**src/rtl/pwm_edge_pkg.sv**
```systemverilog
package pwm_edge_pkg;
    localparam int TW = 11;

    typedef enum logic [1:0] {
        MOD_TRAIL = 2'd0,
        MOD_LEAD  = 2'd1,
        MOD_DUAL  = 2'd2,
        MOD_ALT   = 2'd3
    } mod_e;

    typedef struct packed {
        logic [TW-1:0] cnt;
        logic [TW-1:0] span;
        logic [TW-1:0] t1;
        logic [TW-1:0] t2;
    } ramp_st_t;
endpackage

```
**src/rtl/pwm_edge_calc.sv**
```systemverilog
module pwm_edge_calc #(
    parameter int TW = 11,
    parameter int DW = 8,
    parameter int MW = 8
) (
    input  logic [TW-1:0] span,
    input  logic [1:0]    mode,
    input  logic [DW-1:0] duty_c,
    input  logic          fduty_en,
    input  logic [DW-1:0] duty_f,
    input  logic [MW-1:0] min_pw,
    input  logic          ft1_en,
    input  logic [TW-1:0] ft1,
    input  logic          ft2_en,
    input  logic [TW-1:0] ft2,
    output logic [TW-1:0] t1,
    output logic [TW-1:0] t2
);
    import pwm_edge_pkg::*;

    localparam int PW = TW + DW;

    logic [DW-1:0] duty_sel;
    logic [PW-1:0] prod;
    logic [TW-1:0] on_raw;
    logic [TW-1:0] on_len;
    logic [TW-1:0] e1, e2;

    always_comb begin
        duty_sel = fduty_en ? duty_f : duty_c;
        prod     = PW'(span) * PW'(duty_sel);
        on_raw   = TW'(prod >> DW);
        on_len   = on_raw;
        if ((on_raw != '0) && (on_raw < TW'(min_pw)))
            on_len = TW'(min_pw);
        if (on_len > span)
            on_len = span;

        case (mod_e'(mode))
            MOD_LEAD: begin
                e1 = span - on_len;
                e2 = span;
            end
            MOD_DUAL: begin
                e1 = (span - on_len) >> 1;
                e2 = ((span - on_len) >> 1) + on_len;
            end
            default: begin
                e1 = '0;
                e2 = on_len;
            end
        endcase

        t1 = ft1_en ? ft1 : e1;
        t2 = ft2_en ? ft2 : e2;
    end
endmodule

```
**src/rtl/pwm_edge_gen.sv**
```systemverilog
module pwm_edge_gen #(
    parameter int TW = 11,
    parameter int DW = 8,
    parameter int MW = 8
) (
    input  logic          clk,
    input  logic          rst_n,
    input  logic [TW-1:0] period_i,
    input  logic          bridge_i,
    input  logic [1:0]    mode_i,
    input  logic [DW-1:0] duty_i,
    input  logic          force_duty_en_i,
    input  logic [DW-1:0] force_duty_i,
    input  logic          force_t1_en_i,
    input  logic [TW-1:0] force_t1_i,
    input  logic          force_t2_en_i,
    input  logic [TW-1:0] force_t2_i,
    input  logic [MW-1:0] min_pw_i,
    output logic [TW-1:0] t1_o,
    output logic [TW-1:0] t2_o,
    output logic          pwm_o
);
    import pwm_edge_pkg::*;

    typedef struct packed {
        logic [TW-1:0] cnt;
        logic [TW-1:0] span;
        logic [TW-1:0] t1;
        logic [TW-1:0] t2;
    } st_t;

    st_t st_d, st_q;

    logic [TW-1:0] span_next;
    logic [TW-1:0] t1_calc, t2_calc;
    logic [TW-1:0] cnt_q, span_q;
    logic          wrap;

    assign cnt_q     = st_q.cnt;
    assign span_q    = st_q.span;
    assign span_next = bridge_i ? (period_i >> 1) : period_i;
    assign wrap      = (span_q == '0) || (cnt_q >= span_q - TW'(1));

    pwm_edge_calc #(.TW(TW), .DW(DW), .MW(MW)) u_calc (
        .span     (span_next),
        .mode     (mode_i),
        .duty_c   (duty_i),
        .fduty_en (force_duty_en_i),
        .duty_f   (force_duty_i),
        .min_pw   (min_pw_i),
        .ft1_en   (force_t1_en_i),
        .ft1      (force_t1_i),
        .ft2_en   (force_t2_en_i),
        .ft2      (force_t2_i),
        .t1       (t1_calc),
        .t2       (t2_calc)
    );

    always_comb begin
        st_d = st_q;
        if (wrap) begin
            st_d.cnt  = '0;
            st_d.span = span_next;
            st_d.t1   = t1_calc;
            st_d.t2   = t2_calc;
        end else begin
            st_d.cnt  = st_q.cnt + TW'(1);
        end
    end

    always_ff @(posedge clk) begin
        if (!rst_n) st_q <= '0;
        else        st_q <= st_d;
    end

    assign t1_o  = st_q.t1;
    assign t2_o  = st_q.t2;
    assign pwm_o = (cnt_q >= st_q.t1) && (cnt_q < st_q.t2);
endmodule

```
**config.mk**
```make
export PLATFORM = sky130hd
export DESIGN_NAME = pwm_edge_gen
export DESIGN_NICKNAME = d
export VERILOG_FILES = /design/src/rtl/pwm_edge_pkg.sv /design/src/rtl/pwm_edge_calc.sv /design/src/rtl/pwm_edge_gen.sv
export SDC_FILE = /design/constraint.sdc
export NUM_CORES = 1
export LEC_CHECK = 0
export ABC_AREA = 1
export CORE_ASPECT_RATIO = 0.75
export CORE_MARGIN = 3
export CORE_UTILIZATION = 45
export CTS_BUF_LIST = sky130_fd_sc_hd__clkbuf_16
export DETAILED_ROUTE_END_ITERATION = 12
export PLACE_DENSITY_LB_ADDON = 0.1
export SLEW_MARGIN = 10
export SYNTH_ARGS = -nofsm -noshare
export SYNTH_HDL_FRONTEND = slang
export SYNTH_SLANG_ARGS = --single-unit
```
**constraint.sdc**
```tcl
create_clock -name clk -period 27.9 [get_ports clk]
set_input_delay 5.58 -clock clk [delete_from_list [all_inputs] [get_ports clk]]
set_output_delay 5.58 -clock clk [all_outputs]
set_load 0.01 [all_outputs]
```
# == Word level (Yosys, flattened, before mapping) ==
# Index checks and enable logic that the tools add are counted.
# classes
add_sub_neg,4
n_eq_ne,2
magnitude_cmp,5
n_bitwise,1
n_reduce_logical,6
mux,8
multipliers,1
# ops
operator,count
11-bit two-way mux,5
11-bit one-hot mux with 2 select lines,2
11-bit >= comparator,2
11-bit by 8-bit multiplier with 19-bit output,1
10-bit by 11-bit adder with 11-bit output,1
11-bit by 1-bit adder with 11-bit output (second input constant),1
11-bit greater-than comparator,1
11-bit zero test,1
11-bit < comparator,1
11-bit by 8-bit < comparator with 1-bit output,1
11-bit nonzero test,1
11-bit by 1-bit subtractor with 11-bit output (second input constant),1
11-bit subtractor,1
8-bit two-way mux,1
2-bit by 1-bit == test with 1-bit output (second input constant),1
2-bit == test (second input constant),1
1-bit logical AND,2
2-bit OR reduction,1
1-bit logical OR,1
1-bit NOT,1
# totals
inputBits,65
register_bits,44
out_inout_bits,23
word_cells,31

# == Longest topological paths before layout ==
# depth
depth_word,11
depth_mapped,72
ltp_nobuf,72

# == Modules after synthesis ==
# From an unflattened synthesis, not the netlist that was laid out.
# hier_totals
cells_unflattened,1240
area_unflattened_um2,8247.9
# modules_own_cells
mod,cells_per_inst,n_inst,seq_area_each_um2,area_each_um2
pwm_edge_calc,799,1,0.0,5266.3
pwm_edge_gen,441,1,880.8,2981.6

# == Worst setup path before layout ==
# OpenSTA, ideal clock, no wires.
# synth_timing
path_kind,input to register
startpoint,in force_duty_en_i
endpoint,"reg st_q, in the netlist t2_o[9]"
arrival_ps,14949
t_required_ps,27779
path_buffers,3
cell_stages,60
setup_time_ps,121
slack_ps,12830
cell_sequence,buf_6 > clkbuf_1 > o21ai_1 > nor2_1 > fa_1 > fa_1 > fa_1 > inv_1 > fa_1 > inv_1 > ha_1 > nand2_1 > or2_2 > nand2_1 > a21oi_1 > a21o_1 > nand2_1 > ha_1 > [24 not listed] > nand2_1 > a21oi_1 > o21ai_0 > xor2_1 > inv_1 > ha_1 > inv_1 > nor2_1 > nor2_1 > o21bai_1 > nand2_1 > nand2_1 > a21oi_1 > or2_2 > nand3_1 > o211ai_1 > nand2_1 > o21ai_0
# synth_between
elab_chain_cells,11
word_cells_on_any_way,12
cone_classes,add/sub: 2; mul: 1; order compare: 2; mux: 5; reduce/logical: 2
# synth_rtl
item,line,text
"start, declared",pwm_edge_gen.sv:12,"input logic force_duty_en_i,"
8-bit two-way mux (*),pwm_edge_calc.sv:30,duty_sel = fduty_en ? duty_f : duty_c;
11-bit by 8-bit multiplier with 19-bit output (*),pwm_edge_calc.sv:31,prod = PW'(span) * PW'(duty_sel);
11-bit by 8-bit < comparator with 1-bit output / 11-bit nonzero test (equally long branches),pwm_edge_calc.sv:34,if ((on_raw != '0) && (on_raw < TW'(min_pw)))
1-bit logical AND,pwm_edge_calc.sv:34,
11-bit two-way mux (*),pwm_edge_calc.sv:34,
11-bit greater-than comparator,pwm_edge_calc.sv:36,if (on_len > span)
11-bit two-way mux (*),pwm_edge_calc.sv:36,
11-bit subtractor,pwm_edge_calc.sv:46,e2 = ((span - on_len) >> 1) + on_len;
10-bit by 11-bit adder with 11-bit output,pwm_edge_calc.sv:46,
11-bit one-hot mux with 2 select lines (*),pwm_edge_calc.sv:39,case (mod_e'(mode))
11-bit two-way mux (*),pwm_edge_calc.sv:55,t2 = ft2_en ? ft2 : e2;
"end signal, assigned",pwm_edge_gen.sv:73,else st_q <= st_d;
"end, declared",pwm_edge_gen.sv:32,"st_t st_d, st_q;"
# Every way passes the cells marked *; elsewhere a longest branch is shown, timed or not.
# A chain may end at the register's enable or synchronous reset.

# == Worst setup path after layout ==
# layout_timing
startpoint,in bridge_i
endpoint,"reg st_q, in the netlist t2_o[10]"
# layout_between
elab_chain_cells,11
word_cells_on_any_way,12
cone_classes,add/sub: 2; mul: 1; order compare: 2; mux: 5; reduce/logical: 2
# layout_rtl
item,line,text
"start, declared",pwm_edge_gen.sv:9,"input logic bridge_i,"
11-bit two-way mux (*),pwm_edge_gen.sv:41,assign span_next = bridge_i ? (period_i >> 1) : period_i;
named net span_next[8],pwm_edge_gen.sv:34,logic [TW-1:0] span_next;
11-bit by 8-bit multiplier with 19-bit output,pwm_edge_calc.sv:31,
11-bit by 8-bit < comparator with 1-bit output / 11-bit nonzero test (equally long branches),pwm_edge_calc.sv:34,
1-bit logical AND,pwm_edge_calc.sv:34,
11-bit two-way mux,pwm_edge_calc.sv:34,
11-bit greater-than comparator,pwm_edge_calc.sv:36,
11-bit two-way mux,pwm_edge_calc.sv:36,
11-bit subtractor,pwm_edge_calc.sv:46,
10-bit by 11-bit adder with 11-bit output,pwm_edge_calc.sv:46,
11-bit one-hot mux with 2 select lines (*),pwm_edge_calc.sv:39,
11-bit two-way mux (*),pwm_edge_calc.sv:55,
# Mark *: on every way through the listed nets, which the timed path passes. The rest lies on a longest branch.

==> impl_metrics.env <==
export IMPL_outcome="completed"
export IMPL_firstDrtPassIters=5
export IMPL_hp_class="reg -> reg"
export IMPL_setup_viol=0
export IMPL_cts_setup_buffers=0
export IMPL_route_antenna_remaining_nets=0
export IMPL_htreeDepth=2
export IMPL_path_class="in -> reg"
export IMPL_drv_slew=0
export IMPL_clk_latency_ns=0.29
export IMPL_start_kind="input port"
export IMPL_holdBufCountCts=0
export IMPL_gr_usage_met1_pct=39.1
export IMPL_cp_depth=61
export IMPL_cp_num_buf_inv=7
export IMPL_period_minus_slack_ns=17.41
export IMPL_yosysWarnings=0
export IMPL_min_delay_start="cnt_q[0]"
export IMPL_rrSetupSlack_ns=24.09
export IMPL_timing_rr_start="span_q[0]"
export IMPL_ys_types=54
export IMPL_cts_tree="yes"
export IMPL_grt_ovfl_total=0
export IMPL_finalWorstSetupSlack_ns=10.49
export IMPL_max_stage_delay_ns=0.71
export IMPL_critPathArrivalTime_ns=17.58
export IMPL_hpwl_mm=19.1
export IMPL_worstPathRequired_ns=28.07
export IMPL_crit_family="adder cells"
export IMPL_nets=1437
export IMPL_route_detailed_drc=0
export IMPL_drive_gt1_share_pct=6.79
export IMPL_viasPerCell=5.26
export IMPL_ctsResizeCount=0
export IMPL_whs_path_depth=1
export IMPL_period_share_pct=62.4
export IMPL_met3_usage_pct=5.52
export IMPL_final_setup_tns_ns=0
export IMPL_maxCapViolations=0
export IMPL_max_slew_margin_pct=39.9
export IMPL_synth_edf_count=0
export IMPL_dpl_worst_slack_ns=10.41
export IMPL_cpMostUsedCell="nand2_1"
export IMPL_vias=7455
export IMPL_synth_ff_type="dfxtp_1"
export IMPL_gr_usage_all_layers_pct=24.4
export IMPL_min_to="cnt_q[0]"
export IMPL_placed_area_sq_um=8850
export IMPL_grt_busiest_layer="met1"
export IMPL_r2r_end="span_q[4]"
export IMPL_synth_avg_cell_area_sq_um=6.89
export IMPL_n_antenna_cell=0
export IMPL_clock_path_buffers=2
export IMPL_area_growth_pct=16.0
export IMPL_grt_util_met2_pct=33.4
export IMPL_fmax_mhz=57.4
export IMPL_routed_wl_mm=22.8
export IMPL_ys_ff_latch=44
export IMPL_worstRegToRegCells=17
export IMPL_die_area_sq_um=18800
export IMPL_endpoint_kind="flip-flop"
export IMPL_clockRootBuffer="clkbuf_16"
export IMPL_syn_cell_area_sq_um=7750
export IMPL_clock_skew_ns=0.00331
export IMPL_dieWidth_um=158
export IMPL_grt_max_degree=24
export IMPL_port_buffers=87
export IMPL_finalHoldViolCount=0
export IMPL_cts_sinks=44
export IMPL_post_route_cell_area_sq_um=8980
export IMPL_worst_pin_slew_ns=0.896
export IMPL_drtIter0Drc=557
export IMPL_num_io_pins=88
export IMPL_core_sq_um=16400
export IMPL_rows=40
export IMPL_final_util_pct=54.7
export IMPL_async_reset_ff_share_pct=0
export IMPL_yosysSeqAreaShare_pct=11.4
export IMPL_initial_core_util_pct=47.2
export IMPL_grt_pass1_vias=7102
export IMPL_rsz0062_at_grt="no"
export IMPL_die_h_um=120
export IMPL_antenna_found_initial=0
export IMPL_place_gp_congestion=0.927
export IMPL_syn_nets=1355
export IMPL_cts_buffers=5
export IMPL_synthCells=1125
export IMPL_wl_per_cell_um=16.1
export IMPL_path_max_fanout=13
export IMPL_grt_first_pass_wirelength_mm=36.8
export IMPL_cp_slowest_cell="clkdlybuf4s50_1"
export IMPL_path_clk_slew_ns=0.06
-- how the worst max path moves through the flow --
| stage | from | endpoint | slack (ns) |
|---|---|---|---|
| finish | bridge_i | t2_o[10] | 10.49 |
| global route | force_duty_en_i | t2_o[10] | 9.51 |
| CTS | bridge_i | t2_o[10] | 10.68 |
| detailed placement | bridge_i | t2_o[10] | 10.41 |
| global placement | bridge_i | t2_o[10] | 10.63 |
| floorplan | force_duty_en_i | t2_o[9] | 12.83 |
-- registers in the layout (all words and copies together), names as in the netlist --
register	flops
t2_o	11
span_q	11
cnt_q	11
t1_o	11
-- per-stage QoR --
step	cells	hold slack, ns
finish	1417	0.466
CTS	1417	0.471
global placement	1410	0.452
global route	1417	0.492
detailed placement	1410	0.457
floorplan	1125	0.430
-- cell usage after synthesis (2+ instances only) --
| cell | count | area, sq um |
|---|---|---|
| o21ai_1 | 12 | 60.1 |
| a21o_1 | 7 | 52.6 |
| nor2_1 | 120 | 450 |
| a31oi_1 | 2 | 12.5 |
| nand2_1 | 222 | 833 |
| a21boi_0 | 3 | 22.5 |
| nor3_1 | 7 | 35.0 |
| o22ai_1 | 23 | 144 |
| or2_2 | 12 | 75.1 |
| clkbuf_1 | 14 | 52.6 |
| inv_1 | 216 | 811 |
| and2_1 | 3 | 18.8 |
| ha_1 | 110 | 1380 |
| o21ai_4 | 2 | 32.5 |
| xor2_1 | 15 | 131 |
| clkinv_1 | 5 | 18.8 |
| buf_4 | 3 | 22.5 |
| a21oi_1 | 60 | 300 |
| nor3b_1 | 2 | 15.0 |
| a211oi_1 | 4 | 30.0 |
| o211ai_1 | 2 | 15.0 |
| nand3_1 | 35 | 175 |
| nand3b_1 | 5 | 37.5 |
| nand3_4 | 2 | 35.0 |
| nand2_4 | 2 | 22.5 |
| nand4_1 | 12 | 75.1 |
| xnor2_1 | 8 | 70.1 |
| o21ai_0 | 45 | 225 |
| a22oi_1 | 7 | 52.6 |
| nand3_2 | 15 | 150 |
| fa_1 | 55 | 1100 |
| a21oi_2 | 7 | 61.3 |
| nor2_8 | 2 | 40.0 |
| nand2_2 | 19 | 119 |
| o21bai_1 | 5 | 37.5 |
| dfxtp_1 | 44 | 881 |
-- worst reg2reg max path: stages (launching register included) --
cell and delay, ns:
dfxtp_1 0.30, inv_1 0.12, ha_1 0.22, nand2_1 0.09, nor3_1 0.32, nand3_1 0.14
xor2_1 0.17, ha_1 0.29, a21oi_1 0.14, nand2_1 0.08, a31oi_1 0.20, nand2_1 0.39
inv_1 0.48, nand2_1 0.09, buf_4 0.25, inv_1 0.26, nand2_1 0.07, o21ai_0 0.09
-- routing by layer --
layer	wire length, um	part of all wire [%]	vias up
met5	0	0	-
met4	257	1.1	0
met3	2000	8.8	22
met2	8800	39	265
met1	11700	51	3402
li1	-	-	3766
-- logic make-up after synthesis --
logic type	count (synthesis)	synth area share [%]
and+or+nand+nor	466	27.8
adders and majority gates	165	32.0
AOI/OAI and AO/OA	184	14.0
buffers and inverters	242	12.0
xor gates and xnor gates	24	2.81
DFF	44	11.4
-- layout by cell type (no fill, tap or decap), types with 23 or more instances in the layout --
| cell | instances |
|---|---|
| a21oi_1 | 60 |
| clkdlybuf4s50_1 | 87 |
| dfxtp_1 | 44 |
| fa_1 | 55 |
| ha_1 | 110 |
| inv_1 | 216 |
| nand2_1 | 222 |
| nand3_1 | 35 |
| nor2_1 | 120 |
| o21ai_0 | 45 |
| o22ai_1 | 23 |
-- cell type report --
| class | count | area, sq um |
|---|---|---|
| fillers | 1664 | 7430 |
| multi-input cells | 839 | 5940 |
| repair buffers | 95 | 931 |
| flip-flops and latches | 44 | 881 |
| inverters | 222 | 833 |
| well taps | 210 | 263 |
| clock buffers | 5 | 125 |
| clock inverters | 2 | 12.5 |
Power is not shown: default switching activity piles up to over one toggle a cycle in this logic, so the estimate is an artifact.
